--- config.mk ---
export PLATFORM = sky130hd
export DESIGN_NAME = tile_fence_bank
export DESIGN_NICKNAME = d
export VERILOG_FILES = /design/src/rtl/tile_fence_pkg.sv /design/src/rtl/fence_regfile.sv /design/src/rtl/fence_range_match.sv /design/src/rtl/fence_pick_lowest.sv /design/src/rtl/tile_fence_bank.sv
export SDC_FILE = /design/constraint.sdc
export NUM_CORES = 1
export LEC_CHECK = 0
export ABC_AREA = 1
export BUFFER_PORTS_ARGS = -buffer_cell sky130_fd_sc_hd__buf_2
export CORE_AREA = 10 10 222 382
export DETAILED_ROUTE_END_ITERATION = 10
export DIE_AREA = 0 0 232 392
export GPL_TIMING_DRIVEN = 0
export HOLD_SLACK_MARGIN = 0.05
export MAX_ROUTING_LAYER = met4
export SLEW_MARGIN = 15
export SYNTH_ARGS = -nofsm -noshare
export SYNTH_HDL_FRONTEND = slang
export SYNTH_HIERARCHICAL = 1
export SYNTH_SLANG_ARGS = --single-unit
--- constraint.sdc ---
create_clock -name clk -period 3.9 [get_ports clk]
set_input_delay 0.78 -clock clk [delete_from_list [all_inputs] [get_ports clk]]
set_output_delay 0.78 -clock clk [all_outputs]
set_load 0.05 [all_outputs]
--- src/rtl/tile_fence_pkg.sv ---
package tile_fence_pkg;

  localparam int WORD_W          = 32;
  localparam int PAGE_LSB        = 12;
  localparam int PAGE_W          = WORD_W - PAGE_LSB;
  localparam int ENABLE_BIT      = 0;
  localparam int MODE_BIT        = 1;
  localparam int PITCH_LSB       = 2;
  localparam int PITCH_CODE_W    = PAGE_LSB - PITCH_LSB;
  localparam int STRIDE_UNIT_LOG2 = 7;
  localparam int PITCH_BYTES_W   = PITCH_CODE_W + 1 + STRIDE_UNIT_LOG2;

  typedef enum logic {
    TILE_X = 1'b0,
    TILE_Y = 1'b1
  } tile_mode_e;

  typedef struct packed {
    logic                     hit;
    logic [PITCH_BYTES_W-1:0] pitch;
    tile_mode_e               mode;
  } fence_result_t;

  function automatic logic [PITCH_BYTES_W-1:0] stride_bytes(
    input logic [PITCH_CODE_W-1:0] code
  );
    logic [PITCH_BYTES_W-1:0] units;
    units = PITCH_BYTES_W'(code) + PITCH_BYTES_W'(1);
    return units << STRIDE_UNIT_LOG2;
  endfunction

  function automatic logic [PAGE_W-1:0] page_of(input logic [WORD_W-1:0] word);
    return word[WORD_W-1:PAGE_LSB];
  endfunction

endpackage

--- src/rtl/fence_regfile.sv ---
module fence_regfile
  import tile_fence_pkg::*;
#(
  parameter int NUM_FENCES = 8,
  localparam int IDX_W     = $clog2(NUM_FENCES)
) (
  input  logic                             clk,
  input  logic                             rst_n,
  input  logic                             we,
  input  logic [IDX_W:0]                   addr,
  input  logic [WORD_W-1:0]                wdata,
  output logic [WORD_W-1:0]                rdata,
  output logic [NUM_FENCES-1:0][WORD_W-1:0] lo_words,
  output logic [NUM_FENCES-1:0][WORD_W-1:0] hi_words
);

  logic [IDX_W-1:0] sel_entry;
  logic             sel_high;

  assign sel_entry = addr[IDX_W:1];
  assign sel_high  = addr[0];

  for (genvar e = 0; e < NUM_FENCES; e++) begin : g_entry
    logic hit_this;
    assign hit_this = we && (sel_entry == IDX_W'(e));

    always_ff @(posedge clk or negedge rst_n) begin
      if (!rst_n) begin
        lo_words[e] <= '0;
        hi_words[e] <= '0;
      end else if (hit_this) begin
        if (sel_high) hi_words[e] <= wdata;
        else          lo_words[e] <= wdata;
      end
    end
  end

  assign rdata = sel_high ? hi_words[sel_entry] : lo_words[sel_entry];

  AST_READBACK_AFTER_WRITE: assert property (@(posedge clk) disable iff (!rst_n)
    we |=> ((addr != $past(addr)) || (rdata == $past(wdata))));

endmodule

--- src/rtl/fence_range_match.sv ---
module fence_range_match
  import tile_fence_pkg::*;
#(
  parameter int NUM_FENCES = 8
) (
  input  logic [NUM_FENCES-1:0][WORD_W-1:0] lo_words,
  input  logic [NUM_FENCES-1:0][WORD_W-1:0] hi_words,
  input  logic [PAGE_W-1:0]                 page,
  output logic [NUM_FENCES-1:0]             enabled,
  output logic [NUM_FENCES-1:0]             match
);

  for (genvar e = 0; e < NUM_FENCES; e++) begin : g_cmp
    logic [PAGE_W-1:0] first_pg;
    logic [PAGE_W-1:0] last_pg;
    logic              above_first;
    logic              below_last;

    assign first_pg    = page_of(lo_words[e]);
    assign last_pg     = page_of(hi_words[e]);
    assign enabled[e]  = lo_words[e][ENABLE_BIT];
    assign above_first = (page >= first_pg);
    assign below_last  = (page <= last_pg);
    assign match[e]    = enabled[e] && above_first && below_last;
  end

endmodule

--- src/rtl/fence_pick_lowest.sv ---
module fence_pick_lowest #(
  parameter int NUM_FENCES = 8,
  localparam int IDX_W     = $clog2(NUM_FENCES)
) (
  input  logic [NUM_FENCES-1:0] match,
  output logic                  any,
  output logic [IDX_W-1:0]      idx
);

  always_comb begin
    any = 1'b0;
    idx = '0;
    for (int i = NUM_FENCES - 1; i >= 0; i--) begin
      if (match[i]) begin
        any = 1'b1;
        idx = IDX_W'(i);
      end
    end
  end

endmodule

--- src/rtl/tile_fence_bank.sv ---
module tile_fence_bank
  import tile_fence_pkg::*;
#(
  parameter int NUM_FENCES = 8,
  localparam int IDX_W     = $clog2(NUM_FENCES)
) (
  input  logic                     clk,
  input  logic                     rst_n,
  input  logic                     cfg_we,
  input  logic [IDX_W:0]           cfg_addr,
  input  logic [WORD_W-1:0]        cfg_wdata,
  output logic [WORD_W-1:0]        cfg_rdata,
  input  logic                     lk_valid,
  output logic                     lk_ready,
  input  logic [WORD_W-1:0]        lk_addr,
  output logic                     res_valid,
  input  logic                     res_ready,
  output logic                     res_hit,
  output logic [IDX_W-1:0]         res_idx,
  output logic [PITCH_BYTES_W-1:0] res_pitch,
  output logic                     res_mode
);

  logic [NUM_FENCES-1:0][WORD_W-1:0] lo_words;
  logic [NUM_FENCES-1:0][WORD_W-1:0] hi_words;
  logic [NUM_FENCES-1:0]             enabled_vec;
  logic [NUM_FENCES-1:0]             match_vec;
  logic                              pick_hit;
  logic [IDX_W-1:0]                  pick_idx;
  logic [WORD_W-1:0]                 pick_lo;
  logic                              unused_offset;
  fence_result_t                     next_res;
  fence_result_t                     res_q;
  logic                              res_valid_q;
  logic [IDX_W-1:0]                  res_idx_q;
  logic                              take_req;

  assign unused_offset = ^lk_addr[PAGE_LSB-1:0];

  fence_regfile #(.NUM_FENCES(NUM_FENCES)) i_regs (
    .clk      (clk),
    .rst_n    (rst_n),
    .we       (cfg_we),
    .addr     (cfg_addr),
    .wdata    (cfg_wdata),
    .rdata    (cfg_rdata),
    .lo_words (lo_words),
    .hi_words (hi_words)
  );

  fence_range_match #(.NUM_FENCES(NUM_FENCES)) i_match (
    .lo_words (lo_words),
    .hi_words (hi_words),
    .page     (page_of(lk_addr)),
    .enabled  (enabled_vec),
    .match    (match_vec)
  );

  fence_pick_lowest #(.NUM_FENCES(NUM_FENCES)) i_pick (
    .match (match_vec),
    .any   (pick_hit),
    .idx   (pick_idx)
  );

  assign pick_lo = lo_words[pick_idx];

  always_comb begin
    next_res.hit   = pick_hit;
    next_res.pitch = '0;
    next_res.mode  = TILE_X;
    if (pick_hit) begin
      next_res.pitch = stride_bytes(pick_lo[PITCH_LSB +: PITCH_CODE_W]);
      next_res.mode  = tile_mode_e'(pick_lo[MODE_BIT]);
    end
  end

  assign lk_ready = !res_valid_q || res_ready;
  assign take_req = lk_valid && lk_ready;

  always_ff @(posedge clk or negedge rst_n) begin
    if (!rst_n) begin
      res_valid_q <= 1'b0;
      res_q       <= '0;
      res_idx_q   <= '0;
    end else if (lk_ready) begin
      res_valid_q <= lk_valid;
      if (lk_valid) begin
        res_q     <= next_res;
        res_idx_q <= pick_hit ? pick_idx : '0;
      end
    end
  end

  assign res_valid = res_valid_q;
  assign res_hit   = res_q.hit;
  assign res_pitch = res_q.pitch;
  assign res_mode  = res_q.mode;
  assign res_idx   = res_idx_q;

  AST_PICK_IS_MATCH: assert property (@(posedge clk) disable iff (!rst_n)
    pick_hit |-> match_vec[pick_idx]);

  AST_PICK_LOWEST: assert property (@(posedge clk) disable iff (!rst_n)
    pick_hit |-> ((match_vec & ((NUM_FENCES'(1) << pick_idx) - NUM_FENCES'(1))) == '0));

  AST_NO_HIT_WHEN_DISABLED: assert property (@(posedge clk) disable iff (!rst_n)
    (take_req && (enabled_vec == '0)) |=> !res_hit);

  AST_MISS_FIELDS_ZERO: assert property (@(posedge clk) disable iff (!rst_n)
    (res_valid && !res_hit) |-> (res_idx == '0 && res_pitch == '0 && !res_mode));

  AST_TAKE_GIVES_RESULT: assert property (@(posedge clk) disable iff (!rst_n)
    take_req |=> res_valid);

  AST_STALL_HOLD: assert property (@(posedge clk) disable iff (!rst_n)
    (res_valid && !res_ready) |=> (res_valid && $stable(res_hit) && $stable(res_idx)
                                   && $stable(res_pitch) && $stable(res_mode)));

endmodule

==> impl_metrics.ini, run 1 <==
[outcome]
outcome = complete, but fails checks
failed_checks = negative setup slack

[die]
die_h_um = 392
die_x_um = 232
row_count = 136
coreArea_sq_um = 78300
die-area_sq_um = 90900
io_pins = 130
initial_core_util = 0.446

[timing]
fin_setup_tns_ns = -0.154
clock-skew-final_ns = 0.0278
setup_viol = 3
max-slew-margin-rel = 0.0984
drv_slew = 0
rsz0062_at_grt = yes
period_needed_ns = 4.00
final.setup.worst_slack_ns = -0.103
period_share = 1.03
fmax_mhz = 250
hold_viol = 0
tightest_slew_ns = 1.35

[power]
power_frac_comb = 0.371
pwr-share-clk = 0.278
power_density_nw_per_um2 = 537
switching_share = 0.407
seqPwrFrac = 0.350
peakVddDrop_v = 0.000417
p_int_uw = 12900
p_leak_uw = 0.0215
p_sw_uw = 8840

[critical_path]
cp-end-kind = primary output
r2r_setup_slack_ns = 0.14
crit_end = cfg_rdata[16]
r2r-start = i_regs/hi_words[61]$_DFFE_PN0P_
r2r.worst_path.cells = 26
worstPathArrival_ns = 3.22
crit_start = cfg_addr[1]
startpoint_type = primary input
cp.required_ns = 3.12
crit_path_max_fanout = 10
crit_type = primary input to primary output
r2r_end = res_pitch[13]$_DFFE_PN0P_

[global_routing]
gr-total-overflow = 0
grtUsageTotal = 0.364
grt_max_degree = 96
antenna_found_initial = 3
grt_pass1_vias = 33800
grt_pass1_wl_mm = 230

[route]
drtPass1Iterations = 6
drt_iter0_markers = 3294
wl_mm = 162
postRouteAntennaNets = 0
viasPerCell = 5.54
wl_per_cell_um = 25.4
drc = 0
num_vias = 35300

[cells_and_area]
fin_nets = 5685
area_growth_pct = 15.8
postLayoutCellArea_sq_um = 40400
stdcell_count = 6374
layout-drive-gt1-share = 0.122

[placement]
hpwl_mm = 121
gp_congestion = 1.05
place_ws_ns = -1.95
placed_cell_area_sq_um = 36900
io_buffers = 106
dp.cells = 6184

[synthesis]
yosysWarnings = 6
synthesis.area_sq_um = 34900
synthCells = 5031
avgSynthCellArea_sq_um = 6.94

[cts]
htreeDepth = 2
cts.sink_count = 529
cts_buffers = 54
clkLatencyLatePin_ns = 0.66
cts_root_buf = clkbuf_16
cts_tree = yes
clock_path_buffers = 3
path_clk_slew_ns = 0.06

[job]
max-cap-violations = 0

[hold_path]
hold_path_class = primary input to flop
## power by group through the flow
stage          clock network (uW)  logic (uW)  registers, uW
6_report                     6040        8060           7610
4_1_cts                      6110        7390           7580
5_1_grt                      6320        8930           7730
3_3_place_gp                    0        6930           7680
3_5_place_dp                    0        7090           7690
2_1_floorplan                   0        4570           7600
## critical path: stages
cell and delay, ns:
buf_6 0.18, inv_6 0.10, nor2_8 0.30, buf_1 0.81, nand2_1 0.11, nand3_1 0.20
nand3_1 0.15, nand2_1 0.23, buf_2 0.31
## per-stage QoR
stage          hold slack, ns  power, uW  utilization
2_1_floorplan           0.453      12200            -
3_3_place_gp            0.458      14600        0.469
3_5_place_dp            0.461      14800        0.472
4_1_cts                 0.382      21100        0.503
5_1_grt                 0.426      23000        0.516
6_report                0.406      21700        0.516
## layout by cell type, fill, tap and decap left out, types with 54 or more instances in the layout
cell type and count:
nand2_2 54, buf_4 134, clkbuf_1 108, inv_1 546
dfrtp_1 528, o21ai_1 162, ha_1 304, buf_2 172
o21ai_0 381, nor2_1 95, a21oi_1 114, nand2_1 2128
clkbuf_16 55, nor2_2 54, nand3_1 252
## sequential cells by signal, indices dropped and copies added (netlist names)
signal	count
res_pitch	11
res_idx	3
i_regs/lo_words	256
res_mode	1
res_hit	1
res_valid	1
i_regs/hi_words	256
## area by class of cell
cell class,instances,area [sq um]
Buffer,257,1330
Fill cell,8157,37900
Tap cell,1035,1290
Inverter,573,2180
Multi-Input combinational cell,3677,18900
Antenna cell,4,10.0
Clock buffer,69,1500
Clock inverter,31,512
Sequential cell,529,13200
Timing Repair Buffer,199,1490
## metal layers
| layer | GRT usage | part of all wire |
|---|---|---|
| met3 | 0.0638 | 0.071 |
| met2 | 0.581 | 0.47 |
| met4 | 0.333 | 0.12 |
| met5 | - | 0 |
| met1 | 0.379 | 0.35 |
## worst min-delay path by stage
stage | startpoint | to | slack (ns) | cells after the start
finish | res_ready | res_valid$_DFFE_PN0N_ | 0.41 | 4
global route | res_ready | res_valid$_DFFE_PN0N_ | 0.43 | 4
CTS | res_ready | res_valid$_DFFE_PN0N_ | 0.38 | 4
detailed placement | res_pitch[10]$_DFFE_PN0P_ | res_pitch[10]$_DFFE_PN0P_ | 0.46 | 2
global placement | res_pitch[12]$_DFFE_PN0P_ | res_pitch[12]$_DFFE_PN0P_ | 0.46 | 2
floorplan | i_regs/hi_words[132]$_DFFE_PN0P_ | i_regs/hi_words[132]$_DFFE_PN0P_ | 0.45 | 2
## repair_timing
item | in CTS | in global routing
setup endpoints to repair | 12 | 14
resized for setup | 62 | 160
endpoints found under the hold margin | 31 | 0
setup buffers | 35 | 51
hold buffers | 1 | 0
pin swaps | 18 | 92
(Power assumes the default switching activity.)
==> inputs of run 2 (changes only) <==
CORE_AREA = 10 10 199 341   (was 10 10 222 382)
DIE_AREA = 0 0 209 351   (was 0 0 232 392)
PLACE_DENSITY = 0.77   (was default)
clock period = 3.4 ns   (was 3.9 ns; I/O delays follow)
==> run 2 against run 1 <==
  * Routed wire length fell by 3.6%
  * Critical path depth rose by 19
  * Via count rose by 3.6%
  * The flow still finishes with violations (negative setup slack)
==> impl_metrics.ini, run 2 (synthesis gave the netlist of run 1 again) <==
[outcome]
outcome = complete, but fails checks
failed_checks = negative setup slack

[timing]
rsz0062_at_grt = yes
period_share = 1.11
clock-skew-final_ns = 0.0107
period_needed_ns = 3.78
drv_slew = 0
hold_viol = 0
fmax_mhz = 265
setup_viol = 14
tightest_slew_ns = 1.10
final.setup.worst_slack_ns = -0.378
max-slew-margin-rel = 0.269

[die]
die-area_sq_um = 73400
die_x_um = 209
coreArea_sq_um = 62100
initial_core_util = 0.562
die_h_um = 351
row_count = 121
io_pins = 130

[critical_path]
cp.required_ns = 3.93
worstPathArrival_ns = 4.31
slowest_delay_ns = 0.38
cp-end-kind = flop
r2r_setup_slack_ns = -0.38
crit_path_max_fanout = 16
startpoint_type = primary input
cpMaxStageDelayCell = ha_1
cp_common_cell = nand2_1
crit_type = primary input to flop

[route]
drc = 0
wl_mm = 156
drtPass1Iterations = 6
wl_per_cell_um = 25.5
viasPerCell = 5.97
num_vias = 36600
postRouteAntennaNets = 0
drt_iter0_markers = 4404

[cts]
cts_tree = yes
clkLatencyLatePin_ns = 0.63
cts_buffers = 52
htreeDepth = 2
cts.sink_count = 529
path_clk_slew_ns = 0.07
clock_path_buffers = 3
cts_root_buf = clkbuf_16

[placement]
gp_congestion = 1.11
place_ws_ns = -1.96
hpwl_mm = 114
placed_cell_area_sq_um = 36700
io_buffers = 106
dp.cells = 5947

[power]
p_leak_uw = 0.0214
peakVddDrop_v = 0.000620
power_density_nw_per_um2 = 622

[cells_and_area]
area_growth_pct = 14.7
final_cell_mix = 2122 x nand2_1, 554 x inv_1, 528 x dfrtp_1
fin_nets = 5675
stdcell_count = 6131
layout-drive-gt1-share = 0.122
postLayoutCellArea_sq_um = 40000
layout.cells.most_common = nand2_1
fillers = 5782

[job]
max-cap-violations = 0

[hold_path]
hold_path_class = primary input to flop

[global_routing]
grt_max_degree = 108
gr-total-overflow = 0
grt_pass1_vias = 35200
antenna_found_initial = 5
grt_pass1_wl_mm = 226
grtUsageTotal = 0.435
-- run 2: cell count changes in the layout (fill, tap and decap cells not counted), sizes merged --
cell / delta
buf: -12
bufinv: -2
clkbuf: +7
clkinv: -2
clkinvlp: -2
diode: +4
-- run 2: cell type report --
cell class / instances / area [sq um] / area share
Inverter: 573 / 2190 / 0.0546
Clock inverter: 24 / 394 / 0.00985
Antenna cell: 8 / 20.0 / 0.000500
Buffer: 256 / 1410 / 0.0351
Clock buffer: 73 / 1480 / 0.0370
Multi-Input combinational cell: 3677 / 19000 / 0.474
Tap cell: 799 / 1000 / 0.0250
Timing Repair Buffer: 191 / 1330 / 0.0333
Sequential cell: 529 / 13200 / 0.331
Timing Repair inverter: 1 / 5.00 / 0.000125
-- run 2: path summary, 6_finish.rpt --
check                                                      start                          endpoint  cells after the start
worst max-delay path                                 lk_addr[22]         res_pitch[13]$_DFFE_PN0P_                     28
worst min-delay path                                   res_ready             res_valid$_DFFE_PN0N_                      4
worst max register to register  i_regs/hi_words[127]$_DFFE_PN0P_         res_pitch[13]$_DFFE_PN0P_                     28
worst min register to register         res_pitch[12]$_DFFE_PN0P_         res_pitch[12]$_DFFE_PN0P_                      2
max in group asynchronous                                  rst_n   i_regs/hi_words[92]$_DFFE_PN0P_                      5
min in group asynchronous                                  rst_n  i_regs/lo_words[196]$_DFFE_PN0P_                      2
-- run 2: critical path, delay by kind of cell --
kind	cells	cell delay, ns
AOI/OAI and AO/OA	2	0.30
adders and majority gates	2	0.52
buffers and inverters	6	0.84
and+or+nand+nor	18	1.90
-- run 2: per-layer routing --
| layer | up-vias | GRT usage | wire length [um] |
|---|---|---|---|
| li1 | 16300 | - | - |
| met1 | 17200 | 0.445 | 50800 |
| met2 | 2230 | 0.666 | 70100 |
| met3 | 882 | 0.110 | 15200 |
| met4 | 0 | 0.435 | 20000 |
| met5 | - | - | 0 |
-- run 2: report_power, final --
part / total (uW) / internal [uW] / switching, uW
registers: 8770 / 7620 / 1150
logic: 9600 / 3220 / 6390
clock network: 6510 / 3810 / 2710
-- run 2: repair_timing --
item	CTS	global route
pin swaps	60	53
gates cloned	0	1
endpoints found under the setup margin	20	31
hold endpoints to repair	23	0
setup buffers	57	23
resized for setup	137	94
hold buffers	1	0
-- run 2: stage by stage --
| step | hold slack [ns] | TNS, ns | util | power, uW |
|---|---|---|---|---|
| after floorplan | 0.384 | -0.540 | - | 14000 |
| after global placement | 0.458 | -5037.04 | 0.589 | 16700 |
| after detailed placement | 0.461 | -22.22 | 0.591 | 17000 |
| after CTS | 0.324 | -1.24 | 0.636 | 24100 |
| after global routing | 0.350 | -4.82 | 0.645 | 26200 |
| final | 0.351 | -2.80 | 0.645 | 24900 |
